[src/rtl/dma_sel_pkg.sv]
package dma_sel_pkg;
  localparam int NCLS     = 3;
  localparam int CLS_UDMA = 0;
  localparam int CLS_MW   = 1;
  localparam int CLS_SW   = 2;

  // ATA transfer-mode encoding: class bases
  localparam logic [7:0] BASE_UDMA = 8'h40;
  localparam logic [7:0] BASE_MW   = 8'h20;
  localparam logic [7:0] BASE_SW   = 8'h10;

  function automatic logic [7:0] class_base(input int k);
    case (k)
      CLS_UDMA: class_base = BASE_UDMA;
      CLS_MW:   class_base = BASE_MW;
      default:  class_base = BASE_SW;
    endcase
  endfunction
endpackage

[src/rtl/dma_mask_build.sv]
module dma_mask_build
  import dma_sel_pkg::*;
#(
  parameter int MASK_W = 8,
  parameter int WORD_W = 16
) (
  input  logic [2:1]                         id_valid,
  input  logic [MASK_W-1:0]                  udma_lo,
  input  logic [MASK_W-1:0]                  mw_lo,
  input  logic [MASK_W-1:0]                  sw_lo,
  input  logic [WORD_W-1:0]                  sw_timing,
  input  logic [MASK_W-1:0]                  udma_host,
  input  logic [MASK_W-1:0]                  mwdma_host,
  input  logic [MASK_W-1:0]                  swdma_host,
  input  logic                               cable80,
  input  logic [7:0]                         req_mode,
  output logic [NCLS-1:0][MASK_W-1:0]        raw
);
  localparam logic [MASK_W-1:0] LOW3 = MASK_W'(7);

  logic [MASK_W-1:0] u_m;
  logic              fast_req;
  logic              timing_ok;

  assign fast_req  = req_mode > (BASE_UDMA + 8'd2);
  assign timing_ok = (sw_timing != '0) && (sw_timing <= WORD_W'(2));

  always_comb begin
    u_m = id_valid[2] ? (udma_host & udma_lo) : '0;
    if (fast_req && (|u_m[6:3]) && !cable80)
      u_m = u_m & LOW3;
    raw[CLS_UDMA] = u_m;
    raw[CLS_MW]   = id_valid[1] ? (mwdma_host & mw_lo) : '0;
    if (id_valid[1])
      raw[CLS_SW] = swdma_host & sw_lo;
    else if (timing_ok)
      raw[CLS_SW] = swdma_host & MASK_W'((32'd2 << sw_timing[1:0]) - 32'd1);
    else
      raw[CLS_SW] = '0;
  end
endmodule

[src/rtl/dma_class_pick.sv]
module dma_class_pick #(
  parameter int         MASK_W = 8,
  parameter logic [7:0] BASE   = 8'h40
) (
  input  logic [MASK_W-1:0] mask,
  input  logic [7:0]        req_mode,
  output logic              hit,
  output logic [7:0]        mode
);
  logic [7:0] idx;
  logic       any;

  always_comb begin
    idx = '0;
    any = 1'b0;
    for (int b = 0; b < MASK_W; b++) begin
      if (mask[b]) begin
        idx = 8'(b);
        any = 1'b1;
      end
    end
  end

  assign hit  = any && (req_mode >= BASE);
  assign mode = BASE + idx;
endmodule

[src/rtl/dma_id_check.sv]
module dma_id_check #(
  parameter int WORD_W = 16
) (
  input  logic [2:1]          id_valid,
  input  logic [WORD_W-1:WORD_W/2] udma_hi,
  input  logic [WORD_W-1:WORD_W/2] mw_hi,
  input  logic [WORD_W-1:WORD_W/2] sw_hi,
  output logic                bad
);
  always_comb begin
    if (id_valid[2])
      bad = (|udma_hi) && (|mw_hi);
    else if (id_valid[1])
      bad = (|mw_hi) && (|sw_hi);
    else
      bad = 1'b0;
  end
endmodule

[src/rtl/dma_mode_sel.sv]
module dma_mode_sel
  import dma_sel_pkg::*;
#(
  parameter int MASK_W = 8,
  parameter int WORD_W = 16
) (
  input  logic              clk,
  input  logic              rst_n,
  input  logic              start,
  input  logic [2:1]        id_valid,
  input  logic [WORD_W-1:0] udma_word,
  input  logic [WORD_W-1:0] mwdma_word,
  input  logic [WORD_W-1:0] swdma_word,
  input  logic [WORD_W-1:0] sw_timing,
  input  logic [MASK_W-1:0] udma_host,
  input  logic [MASK_W-1:0] mwdma_host,
  input  logic [MASK_W-1:0] swdma_host,
  input  logic              cable80,
  input  logic              is_disk,
  input  logic              host_no_pkt_dma,
  input  logic [7:0]        req_mode,
  output logic              done,
  output logic [7:0]        mode_out,
  output logic              id_bad
);
  logic [NCLS-1:0][MASK_W-1:0] raw;
  logic [NCLS-1:0]             hit;
  logic [7:0]                  cmode [NCLS];
  logic [7:0]                  sel;
  logic                        found;
  logic [7:0]                  final_mode;
  logic                        bad_c;

  dma_mask_build #(.MASK_W(MASK_W), .WORD_W(WORD_W)) u_build (
    .id_valid   (id_valid),
    .udma_lo    (udma_word[MASK_W-1:0]),
    .mw_lo      (mwdma_word[MASK_W-1:0]),
    .sw_lo      (swdma_word[MASK_W-1:0]),
    .sw_timing  (sw_timing),
    .udma_host  (udma_host),
    .mwdma_host (mwdma_host),
    .swdma_host (swdma_host),
    .cable80    (cable80),
    .req_mode   (req_mode),
    .raw        (raw)
  );

  for (genvar k = 0; k < NCLS; k++) begin : g_cls
    dma_class_pick #(.MASK_W(MASK_W), .BASE(class_base(k))) u_pick (
      .mask     (raw[k]),
      .req_mode (req_mode),
      .hit      (hit[k]),
      .mode     (cmode[k])
    );
  end

  dma_id_check #(.WORD_W(WORD_W)) u_idchk (
    .id_valid (id_valid),
    .udma_hi  (udma_word[WORD_W-1:WORD_W/2]),
    .mw_hi    (mwdma_word[WORD_W-1:WORD_W/2]),
    .sw_hi    (swdma_word[WORD_W-1:WORD_W/2]),
    .bad      (bad_c)
  );

  // fixed priority: lowest class index first
  always_comb begin
    sel   = '0;
    found = 1'b0;
    for (int k = 0; k < NCLS; k++) begin
      if (!found && hit[k]) begin
        sel   = cmode[k];
        found = 1'b1;
      end
    end
    if (!is_disk && host_no_pkt_dma)
      final_mode = '0;
    else if (sel < req_mode)
      final_mode = sel;
    else
      final_mode = req_mode;
  end

  always_ff @(posedge clk or negedge rst_n) begin
    if (!rst_n) begin
      done     <= 1'b0;
      mode_out <= '0;
      id_bad   <= 1'b0;
    end else begin
      done <= start;
      if (start) begin
        mode_out <= final_mode;
        id_bad   <= bad_c;
      end
    end
  end
endmodule

[config.mk]
export PLATFORM = sky130hd
export DESIGN_NAME = dma_mode_sel
export DESIGN_NICKNAME = d
export VERILOG_FILES = /design/src/rtl/dma_sel_pkg.sv /design/src/rtl/dma_mask_build.sv /design/src/rtl/dma_class_pick.sv /design/src/rtl/dma_id_check.sv /design/src/rtl/dma_mode_sel.sv
export SDC_FILE = /design/constraint.sdc
export NUM_CORES = 1
export LEC_CHECK = 0
export ABC_AREA = 1
export BUFFER_PORTS_ARGS = -buffer_cell sky130_fd_sc_hd__buf_2
export CAP_MARGIN = 10
export CORE_MARGIN = 2
export CORE_UTILIZATION = 40
export CTS_CLUSTER_DIAMETER = 200
export DETAILED_ROUTE_END_ITERATION = 7
export GPL_ROUTABILITY_DRIVEN = 1
export GPL_TIMING_DRIVEN = 0
export PLACE_DENSITY = 0.86
export SLEW_MARGIN = 20
export SYNTH_ARGS = -nofsm -noshare
export SYNTH_HDL_FRONTEND = slang
export SYNTH_SLANG_ARGS = --single-unit
[constraint.sdc]
create_clock -name clk -period 1.1 [get_ports clk]
set_clock_uncertainty 0.2 [all_clocks]
set_input_delay 0.11 -clock clk [delete_from_list [all_inputs] [get_ports clk]]
set_output_delay 0.11 -clock clk [all_outputs]
set_load 0.005 [all_outputs]
==> results.sh, run 1 <==
export IMPL_synth_nets=355
export IMPL_synth_xor_area_share_pct=0
export IMPL_syn_to_final_growth_pct=108
export IMPL_synth_mux_area_share_pct=0
export IMPL_synth_top_family_by_area="simple AND/OR/NAND/NOR gates"
export IMPL_dieArea_um2=4030
export IMPL_period_share_pct=237
export IMPL_met3_length_um=621
export IMPL_crit_path_top_delay_cell="ha_1"
export IMPL_dr_pass1_iters=4
export IMPL_clockBufferDepth=2
export IMPL_wire_per_inst_um=16.0
export IMPL_ir_drop_v=0.000407
export IMPL_antenna_cells=0
export IMPL_grt_pass1_wl_um=9120
export IMPL_portBuffers=112
export IMPL_drive_gt1_share_pct=61.0
export IMPL_slowest_delay_ns=0.27
export IMPL_mostFrequentLayoutCell="buf_2"
export IMPL_vias=2495
export IMPL_core_area_um2=3360
export IMPL_relSlewSlack_pct=64.1
export IMPL_io_pins=114
export IMPL_overflow=0
export IMPL_rsz0062_at_grt="yes"
export IMPL_worst_slack_ns=-1.51
export IMPL_grt_usage_pct=27.9
export IMPL_crit_path_end_kind="flop"
export IMPL_p_leak_nw=1.67
export IMPL_chipHeight_um=63.5
export IMPL_arrival_ns=2.56
export IMPL_crit_fanout=7
export IMPL_gp_congestion=0.870
export IMPL_fin_area_um2=2950
export IMPL_synth_compound_area_share_pct=10.7
export IMPL_reg2reg_setup_slack_ns=0.07
export IMPL_reg2reg_depth=2
export IMPL_hold_viol_final=0
export IMPL_ys_types=33
export IMPL_crit_required_ns=1.05
export IMPL_drv_cap=0
export IMPL_rows=21
export IMPL_final_cell_mix="buf_2 (100), nand2_1 (57), buf_4 (50), inv_1 (26), nand2_2 (24)"
export IMPL_startpoint_type="primary input"
export IMPL_highest_layer="met4"
export IMPL_yosys_warnings=0
export IMPL_root_buffer="clkbuf_4"
export IMPL_start_util_pct=42.1
export IMPL_fmax_mhz=384
export IMPL_pre_cts_slack_ns=-1.71
export IMPL_synthSimpleGateAreaFrac_pct=54.9
export IMPL_cts_sinks=10
export IMPL_ys_ff_latch=10
export IMPL_numCtsBuffers=3
export IMPL_power_density_nw_per_um2=808
export IMPL_drt_vias_per_instance=5.41
export IMPL_cts_tree="done"
export IMPL_syn_area_per_cell_um2=5.78
export IMPL_htreeDepth=1
export IMPL_clkTransAtPathRegs_ns=0.08
export IMPL_status="finished, violations left"
export IMPL_netlist_area_um2=1420
export IMPL_worst_path_most_repeated_cell="nand2_2"
export IMPL_cp_startpoint="id_valid[2]"
export IMPL_route_met2_wl_um=3870
export IMPL_die_x_um=63.5
export IMPL_antenna_found_initial=0
export IMPL_timing_rr_end="id_bad"
export IMPL_drt_initial_drc_count=185
export IMPL_hp_class="primary input to async pin"
export IMPL_violations="negative setup slack"
export IMPL_drt_wl_total_um=7390
export IMPL_grt_start_max_net_pins=11
export IMPL_seq_area_frac_synth_pct=17.7
export IMPL_drt_met1_wl_um=2430
export IMPL_hold_ws_ns=0.00919
export IMPL_clock_latency_ns=0.28
export IMPL_ant_nets=0
export IMPL_synth_fa_ha_area_share_pct=5.31
export IMPL_hpwl_um=3550
export IMPL_synthCells=245
export IMPL_drc=0
export IMPL_worstReg2RegStart="id_bad"
export IMPL_grt_pass1_vias=2267
export IMPL_finalPower_mw=2.38
export IMPL_tightest_slew_ns=0.534
export IMPL_setup_worst_path_class="primary input to flop"
export IMPL_setup_viol=11
export IMPL_slew_violations=0
export IMPL_crit_chain="buf_12, nand3_4, nand2_1, inv_1, nand2_2, nand3_4, o21ai_4, nand2_2, o21ai_4, inv_4, nor2_4, nand2_2, nand2_2, o21ai_2, ha_1, inv_1, nor2_2, nand2_2, nand2_2, nand2_4, nand2_8, nand2_2, nand3_2, nand2_1"
export IMPL_fin_crit_ns=2.61
export IMPL_postPlaceCellArea_um2=2060
export IMPL_nets=526
cells in the mapped netlist:
library cell  count  area (um^2)
buf_6             1         11.3
nor4_1            4         25.0
nand3b_1          1         7.51
clkinv_1          1         3.75
and3_1            1         6.26
and2_0            1         6.26
a21oi_1           7         35.0
dfrtp_1          10          250
o21ai_0           4         20.0
clkbuf_1          1         3.75
a2bb2oi_1         1         8.76
o21a_1            3         22.5
nand3_2           5         50.1
nor2_1           23         86.3
o21ai_4           1         16.3
nand3_4           1         17.5
inv_2             2         7.51
nor3_1            2         10.0
a32o_1            1         10.0
o211ai_1          1         7.51
inv_1            33          124
nand2_2           6         37.5
nor2_2            2         12.5
nand2_1          79          297
o21ai_1           3         15.0
nand4_1           3         18.8
nand2_4           2         22.5
a31o_2            1         8.76
o31ai_1           1         7.51
nand3_1          36          180
buf_2             1         5.00
inv_4             1         6.26
ha_1              6         75.1
logic make-up after synthesis:
group	Yosys count
buf+inv	40
fa+ha+maj	6
simple gates	166
flops	10
compound gates	23
worst max-delay path, delay by kind of cell:
family,cells,cell delay [ns]
buffers and inverters,4,0.28
AND/OR/NAND/NOR,16,1.48
adder cells (fa/ha/maj),1,0.27
AO/OA/AOI/OAI,3,0.41
per-layer routing:
metal / GRT usage (%) / vias up
met5: 0 / -
met4: 14.4 / 0
met3: 5.00 / 52
met2: 55.0 / 197
met1: 26.9 / 1106
li1: - / 1140
flip-flops by register name, summed over array words and instances (netlist names):
signal / flops
mode_out: 8
done: 1
id_bad: 1
power by group:
group	total (mW)	switching, mW	internal, mW
clock	0.346	0.145	0.201
combinational	1.59	0.784	0.804
sequential	0.446	0.0293	0.417
metrics by stage:
| step | instances | setup TNS, ns | utilization [%] |
|---|---|---|---|
| 2_1_floorplan | 245 | -8.66 | - |
| 3_3_place_gp | 403 | -11.47 | 61.4 |
| 3_5_place_dp | 403 | -11.97 | 61.4 |
| 4_1_cts | 444 | -8.03 | 77.6 |
| 5_1_grt | 461 | -11.09 | 87.6 |
| 6_report | 461 | -10.34 | 87.6 |
final cells by class:
class                      count  area, um^2
inverter                      37         144
buffer                         3        35.0
fill                         184         417
multi-input combinational    195        1370
timing repair buffer         166        1050
sequential                    10         250
tap                           46        57.6
clock buffer                   4        36.3
what timing repair did:
| action | 4_1_cts | 5_1_grt |
|---|---|---|
| resized for setup | 49 | 51 |
| setup endpoints to repair | 7 | 16 |
| hold buffers | 4 | 0 |
| endpoints found under the hold margin | 15 | 0 |
| setup buffers | 34 | 17 |
| pin swaps | 26 | 24 |
worst max-delay path by stage:
stage                             end  slack (ns)  cells after the start
after global routing      mode_out[6]       -1.59                     24
after CTS                 mode_out[4]       -1.17                     24
after detailed placement  mode_out[4]       -1.71                     22
after global placement    mode_out[0]       -1.63                     22
after floorplan           mode_out[6]       -1.25                     24
final                     mode_out[4]       -1.51                     24
Power figures use the tool's default switching activity.
==> inputs of run 2 (changes only) <==
- RECOVER_POWER: unset -> 50
==> results.sh, run 2 (same netlist as run 1, synthesis figures left out) <==
export IMPL_mostFrequentLayoutCell="buf_2"
export IMPL_io_pins=114
export IMPL_core_area_um2=3360
export IMPL_drt_initial_drc_count=188
export IMPL_worst_slack_ns=-1.51
export IMPL_die_x_um=63.5
export IMPL_fin_area_um2=2950
export IMPL_arrival_ns=2.56
export IMPL_postPlaceCellArea_um2=2060
export IMPL_antenna_cells=0
export IMPL_portBuffers=112
export IMPL_hpwl_um=3550
export IMPL_final_util_pct=87.6
export IMPL_start_util_pct=42.1
export IMPL_setup_viol=11
export IMPL_drt_wl_total_um=7380
export IMPL_cts_sinks=10
export IMPL_period_share_pct=237
export IMPL_nets=526
export IMPL_drt_vias_per_instance=5.42
export IMPL_fin_crit_ns=2.61
export IMPL_htreeDepth=1
export IMPL_fmax_mhz=384
export IMPL_dr_pass1_iters=4
export IMPL_cts_tree="done"
export IMPL_violations="negative setup slack"
export IMPL_antenna_found_initial=0
export IMPL_top_regs="mode_out (8), done (1), id_bad (1)"
export IMPL_ant_nets=0
export IMPL_cp_buffers_inverters=4
export IMPL_grt_usage_pct=27.9
export IMPL_worstReg2RegStart="id_bad"
export IMPL_regMostFlops="mode_out"
export IMPL_vias=2498
export IMPL_ir_drop_v=0.000407
export IMPL_relSlewSlack_pct=64.0
export IMPL_rows=21
export IMPL_crit_path_end_kind="flop"
export IMPL_p_leak_nw=1.66
export IMPL_chipHeight_um=63.5
export IMPL_syn_to_final_growth_pct=108
export IMPL_root_buffer="clkbuf_4"
export IMPL_clock_latency_ns=0.28
export IMPL_grt_pass1_wl_um=9120
export IMPL_crit_required_ns=1.06
export IMPL_gp_congestion=0.870
export IMPL_grt_pass1_vias=2267
export IMPL_hold_ws_ns=0.0354
export IMPL_grt_start_max_net_pins=11
export IMPL_largest_reg_flops=8
export IMPL_hold_viol_final=0
export IMPL_status="finished, violations left"
export IMPL_rsz0062_at_grt="yes"
export IMPL_clockBufferDepth=2
export IMPL_startpoint_type="primary input"
export IMPL_clkTransAtPathRegs_ns=0.07
export IMPL_hold_path_startpoint="udma_word[9]"
export IMPL_drive_gt1_share_pct=60.7
export IMPL_slowest_delay_ns=0.27
export IMPL_final_cell_mix="buf_2 (99), nand2_1 (57), buf_4 (50), inv_1 (26), nand2_2 (24)"
export IMPL_hp_class="primary input to flop"
export IMPL_tightest_slew_ns=0.540
export IMPL_pre_cts_slack_ns=-1.71
export IMPL_numCtsBuffers=3
export IMPL_drv_cap=0
export IMPL_worst_path_most_repeated_cell="nand2_2"
export IMPL_crit_fanout=7
export IMPL_power_density_nw_per_um2=808
export IMPL_setup_worst_path_class="primary input to flop"
export IMPL_overflow=0
export IMPL_drc=0
export IMPL_dieArea_um2=4030
export IMPL_crit_family="simple AND/OR/NAND/NOR gates"
export IMPL_cp_startpoint="id_valid[2]"
export IMPL_slew_violations=0
export IMPL_crit_path_top_delay_cell="ha_1"
export IMPL_wire_per_inst_um=16.0
export IMPL_crit_chain="buf_12, nand3_4, nand2_1, inv_1, nand2_2, nand3_4, o21ai_4, nand2_2, o21ai_4, inv_4, nor2_4, nand2_2, nand2_2, o21ai_2, ha_1, inv_1, nor2_2, nand2_2, nand2_2, nand2_4, nand2_8, nand2_2, nand3_2, nand2_1"
[run 2: metrics by stage]
stage	TNS [ns]	power (mW)	cells
after detailed placement	-11.97	1.27	403
after CTS	-8.03	1.97	444
final	-10.33	2.38	461
after global placement	-11.47	1.25	403
after floorplan	-8.66	0.935	245
after global routing	-11.09	2.50	461
[run 2: path summary, 6_finish.rpt]
path	end	slack (ns)	depth (start not counted)
setup reg to reg	id_bad	0.07	2
hold / removal	id_bad	0.04	4
max in group asynchronous	id_bad	0.22	2
min in group asynchronous	mode_out[1]	0.11	2
setup / recovery	mode_out[4]	-1.51	24
hold reg to reg	mode_out[6]	0.29	2
[run 2: cell type report]
| type | count | area [um^2] |
|---|---|---|
| Tap cell | 46 | 57.6 |
| Multi-Input combinational cell | 195 | 1370 |
| Clock buffer | 4 | 36.3 |
| Fill cell | 184 | 418 |
| Timing Repair Buffer | 166 | 1050 |
| Buffer | 3 | 35.0 |
| Inverter | 37 | 144 |
| Sequential cell | 10 | 250 |
[run 2: where the power goes]
group / switching [mW] / internal (mW)
clock: 0.145 / 0.201
combinational: 0.783 / 0.803
sequential: 0.0293 / 0.417
total: 0.958 / 1.42
[run 2: worst reg2reg max path, delay by kind of cell, from the launching register on]
family | cells | cell delay [ns]
DFF | 1 | 0.39
AOI/OAI and AO/OA | 1 | 0.19
buffers and inverters | 1 | 0.14
[run 2: repair_timing]
action | 4_1_cts | 5_1_grt
buffers inserted | 34 | 17
hold buffers | 4 | 0
resized for setup | 49 | 51
pin swaps | 26 | 24
setup endpoints to repair | 7 | 16
hold endpoints to repair | 15 | 0
[run 2: layer usage]
metal  wire length [um]  track usage, %  part of all wire [%]
met2               3850            55.0                    52
met3                647            5.00                   8.8
met1               2400            26.9                    32
met5                  0               0                     0
met4                486            14.4                   6.6
==> inputs of run 3 (changes only) <==
- CORE_UTILIZATION: 40 -> 44
- GPL_TIMING_DRIVEN: 0 -> unset
- PLACE_DENSITY: 0.86 -> 0.87
- SKIP_LAST_GASP: unset -> 1
- SYNTH_HIERARCHICAL: unset -> 1
==> results.sh, run 3 <==
export IMPL_setup_viol=8
export IMPL_crit_required_ns=1.01
export IMPL_hp_class="primary input to flop"
export IMPL_worst_path_most_repeated_cell="nand2_1"
export IMPL_rsz0062_at_grt="yes"
export IMPL_synth_edf_count=0
export IMPL_clockPowerShare_pct=13.8
export IMPL_drt_initial_drc_count=331
export IMPL_final_setup_tns_ns=-13.77
export IMPL_fin_area_um2=3280
export IMPL_antenna_found_initial=1
export IMPL_synthCells=329
export IMPL_seq_area_frac_synth_pct=14.0
export IMPL_drc=0
export IMPL_status="finished, violations left"
export IMPL_fin_cells=557
export IMPL_synth_ff_type="dfrtp_1"
export IMPL_syn_area_per_cell_um2=5.44
export IMPL_grt_usage_pct=30.9
export IMPL_chipHeight_um=67.8
export IMPL_finalPower_mw=2.81
export IMPL_dr_pass1_iters=7
export IMPL_overflow=0
export IMPL_postPlaceCellArea_um2=2760
export IMPL_drt_vias_per_instance=5.32
export IMPL_ir_drop_v=0.000392
export IMPL_ys_ff_latch=10
export IMPL_core_area_um2=3940
export IMPL_regMostFlops="mode_out"
export IMPL_arrival_ns=2.77
export IMPL_hold_viol_final=0
export IMPL_top_regs="mode_out (8), done (1), id_bad (1)"
export IMPL_grt_start_max_net_pins=17
export IMPL_dieArea_um2=4590
export IMPL_yosys_top_cells_area="nand2_1 (22%), dfrtp_1 (14%), nor2_1 (12%)"
export IMPL_gp_congestion=0.899
export IMPL_hpwl_um=4620
export IMPL_drive_gt1_share_pct=55.5
export IMPL_io_pins=114
export IMPL_p_sw_share_pct=43.3
export IMPL_grt_pass1_vias=2802
export IMPL_final_cell_mix="buf_2 (100), nand2_1 (87), buf_4 (64), nor2_1 (41), inv_1 (27)"
export IMPL_drv_cap=0
export IMPL_power_density_nw_per_um2=856
export IMPL_portBuffers=113
export IMPL_dp_cells=540
export IMPL_crit_fanout=16
export IMPL_cts_tree="done"
export IMPL_async_reset_ff_share_pct=100
export IMPL_crit_path_top_delay_cell="o211ai_1"
export IMPL_crit_path_end_kind="flop"
export IMPL_synthDominantCellAreaShare_pct=22.0
export IMPL_drt_wl_total_um=8390
export IMPL_fmax_mhz=350
export IMPL_largest_reg_flops=8
export IMPL_fin_crit_ns=2.86
export IMPL_synthTopCellsByCount="nand2_1 (105), nor2_1 (57), inv_1 (33)"
export IMPL_p_leak_nw=1.89
export IMPL_crit_family="simple AND/OR/NAND/NOR gates"
export IMPL_nets=619
export IMPL_startpoint_type="primary input"
export IMPL_htreeDepth=1
export IMPL_cts_sinks=10
export IMPL_relSlewSlack_pct=62.9
export IMPL_tightest_slew_ns=0.556
export IMPL_clockBufferDepth=2
export IMPL_cp_buffers_inverters=6
export IMPL_vias=2963
export IMPL_root_buffer="clkbuf_8"
export IMPL_final_util_pct=83.2
export IMPL_slew_violations=0
export IMPL_yosysMostFrequentCell="nand2_1"
export IMPL_synth_top_area_cell="nand2_1"
export IMPL_crit_chain="buf_2, inv_6, o211ai_1, a21oi_4, buf_4, buf_4, buf_4, o211ai_1, nand3_1, nand2_1, and3_4, inv_4, ha_4, nand2_1, nand2_1, nand2_1, nand2_2, nand2_4, nand2_8, nand2_1, nand3_1, nand2_1"
export IMPL_seq_power_share_pct=17.5
export IMPL_syn_to_final_growth_pct=83.4
export IMPL_die_x_um=67.8
export IMPL_violations="negative setup slack"
export IMPL_setup_worst_path_class="primary input to flop"
export IMPL_ys_types=27
export IMPL_numCtsBuffers=3
export IMPL_worst_slack_ns=-1.76
export IMPL_yosys_warnings=6
export IMPL_p_sw_mw=1.22
export IMPL_grt_pass1_wl_um=11100
export IMPL_start_util_pct=45.4
export IMPL_internal_power_mw=1.59
export IMPL_netlist_area_um2=1790
export IMPL_clkTransAtPathRegs_ns=0.05
export IMPL_period_share_pct=260
export IMPL_ant_nets=0
export IMPL_rows=23
export IMPL_slowest_delay_ns=0.28
export IMPL_clock_latency_ns=0.24
export IMPL_wire_per_inst_um=15.1
export IMPL_mostFrequentLayoutCell="buf_2"
export IMPL_p_comb_share_pct=68.7
==> run 3: cell count changes in the layout (fill, tap and decap cells not counted), moves of 10 or more <==
| cell | previous run | this run |
|---|---|---|
| nor2_2 | 3 | 13 |
| nand2_1 | 57 | 87 |
| buf_4 | 50 | 64 |
| conb_1 | 0 | 15 |
| nor2_1 | 16 | 41 |
| inv_2 | 8 | 20 |
==> run 3: layer usage <==
| layer | track usage, % | part of all wire [%] | vias to the layer above |
|---|---|---|---|
| met2 | 62.7 | 51 | 217 |
| met1 | 27.7 | 32 | 1308 |
| li1 | - | - | 1339 |
| met5 | 0 | 0 | - |
| met4 | 17.5 | 9.1 | 0 |
| met3 | 5.83 | 7.5 | 99 |
==> run 3: kinds of logic (layout without fill, tap and decap cells) <==
group | after synthesis | count (layout) | synth area share, %
simple gates | 220 | 221 | 54.7
buf+inv | 70 | 237 | 18.5
compound gates | 16 | 16 | 6.64
flops | 10 | 10 | 14.0
fa+ha+maj | 7 | 7 | 4.89
other cells | 6 | 16 | 1.26
==> run 3: cell type report <==
| cell class | count | area (um^2) |
|---|---|---|
| clock buffers | 3 | 41.3 |
| well taps | 50 | 62.6 |
| diodes | 1 | 2.50 |
| inverters | 52 | 208 |
| repair buffers | 182 | 1170 |
| multi-input cells | 259 | 1550 |
| fillers | 216 | 661 |
| flip-flops and latches | 10 | 250 |
==> run 3: worst paths after layout <==
kind                            slack, ns     endpoint  cells after the start             from
worst min-delay path                 0.05  mode_out[4]                      4  host_no_pkt_dma
max in group asynchronous            0.17  mode_out[7]                      2            rst_n
worst max-delay path                -1.76  mode_out[7]                     22      id_valid[1]
min in group asynchronous            0.17  mode_out[5]                      2            rst_n
worst min register to register       0.30  mode_out[3]                      2      mode_out[3]
worst max register to register       0.19  mode_out[7]                      2      mode_out[7]
==> run 3: timing repair <==
item	CTS	global route
pin swaps	41	36
endpoints found under the hold margin	12	0
resized for setup	46	49
setup buffers	6	5
hold buffers	2	0
cloned	1	0
endpoints found under the setup margin	8	8
==> run 3: tightest hold or removal path, stage by stage <==
cell,delay [ns]
buf_2,0.10
a21oi_4,0.10
nand3_1,0.09
nand2_1,0.04
==> run 3: through the flow <==
step	hold slack [ns]	setup slack (ns)
4_1_cts	0.0348	-1.45
5_1_grt	0.0784	-2.00
6_report	0.0493	-1.76
3_3_place_gp	-0.231	-1.72
2_1_floorplan	-0.386	-1.61
3_5_place_dp	-0.225	-1.82
==> run 3: power by group through the flow <==
stage          clock network (mW)  registers [mW]  logic [mW]
2_1_floorplan                   0           0.498       0.725
5_1_grt                     0.394           0.495        2.12
4_1_cts                     0.361           0.488        1.54
3_3_place_gp                    0           0.483        1.30
3_5_place_dp                    0           0.492        1.34
6_report                    0.388           0.490        1.93
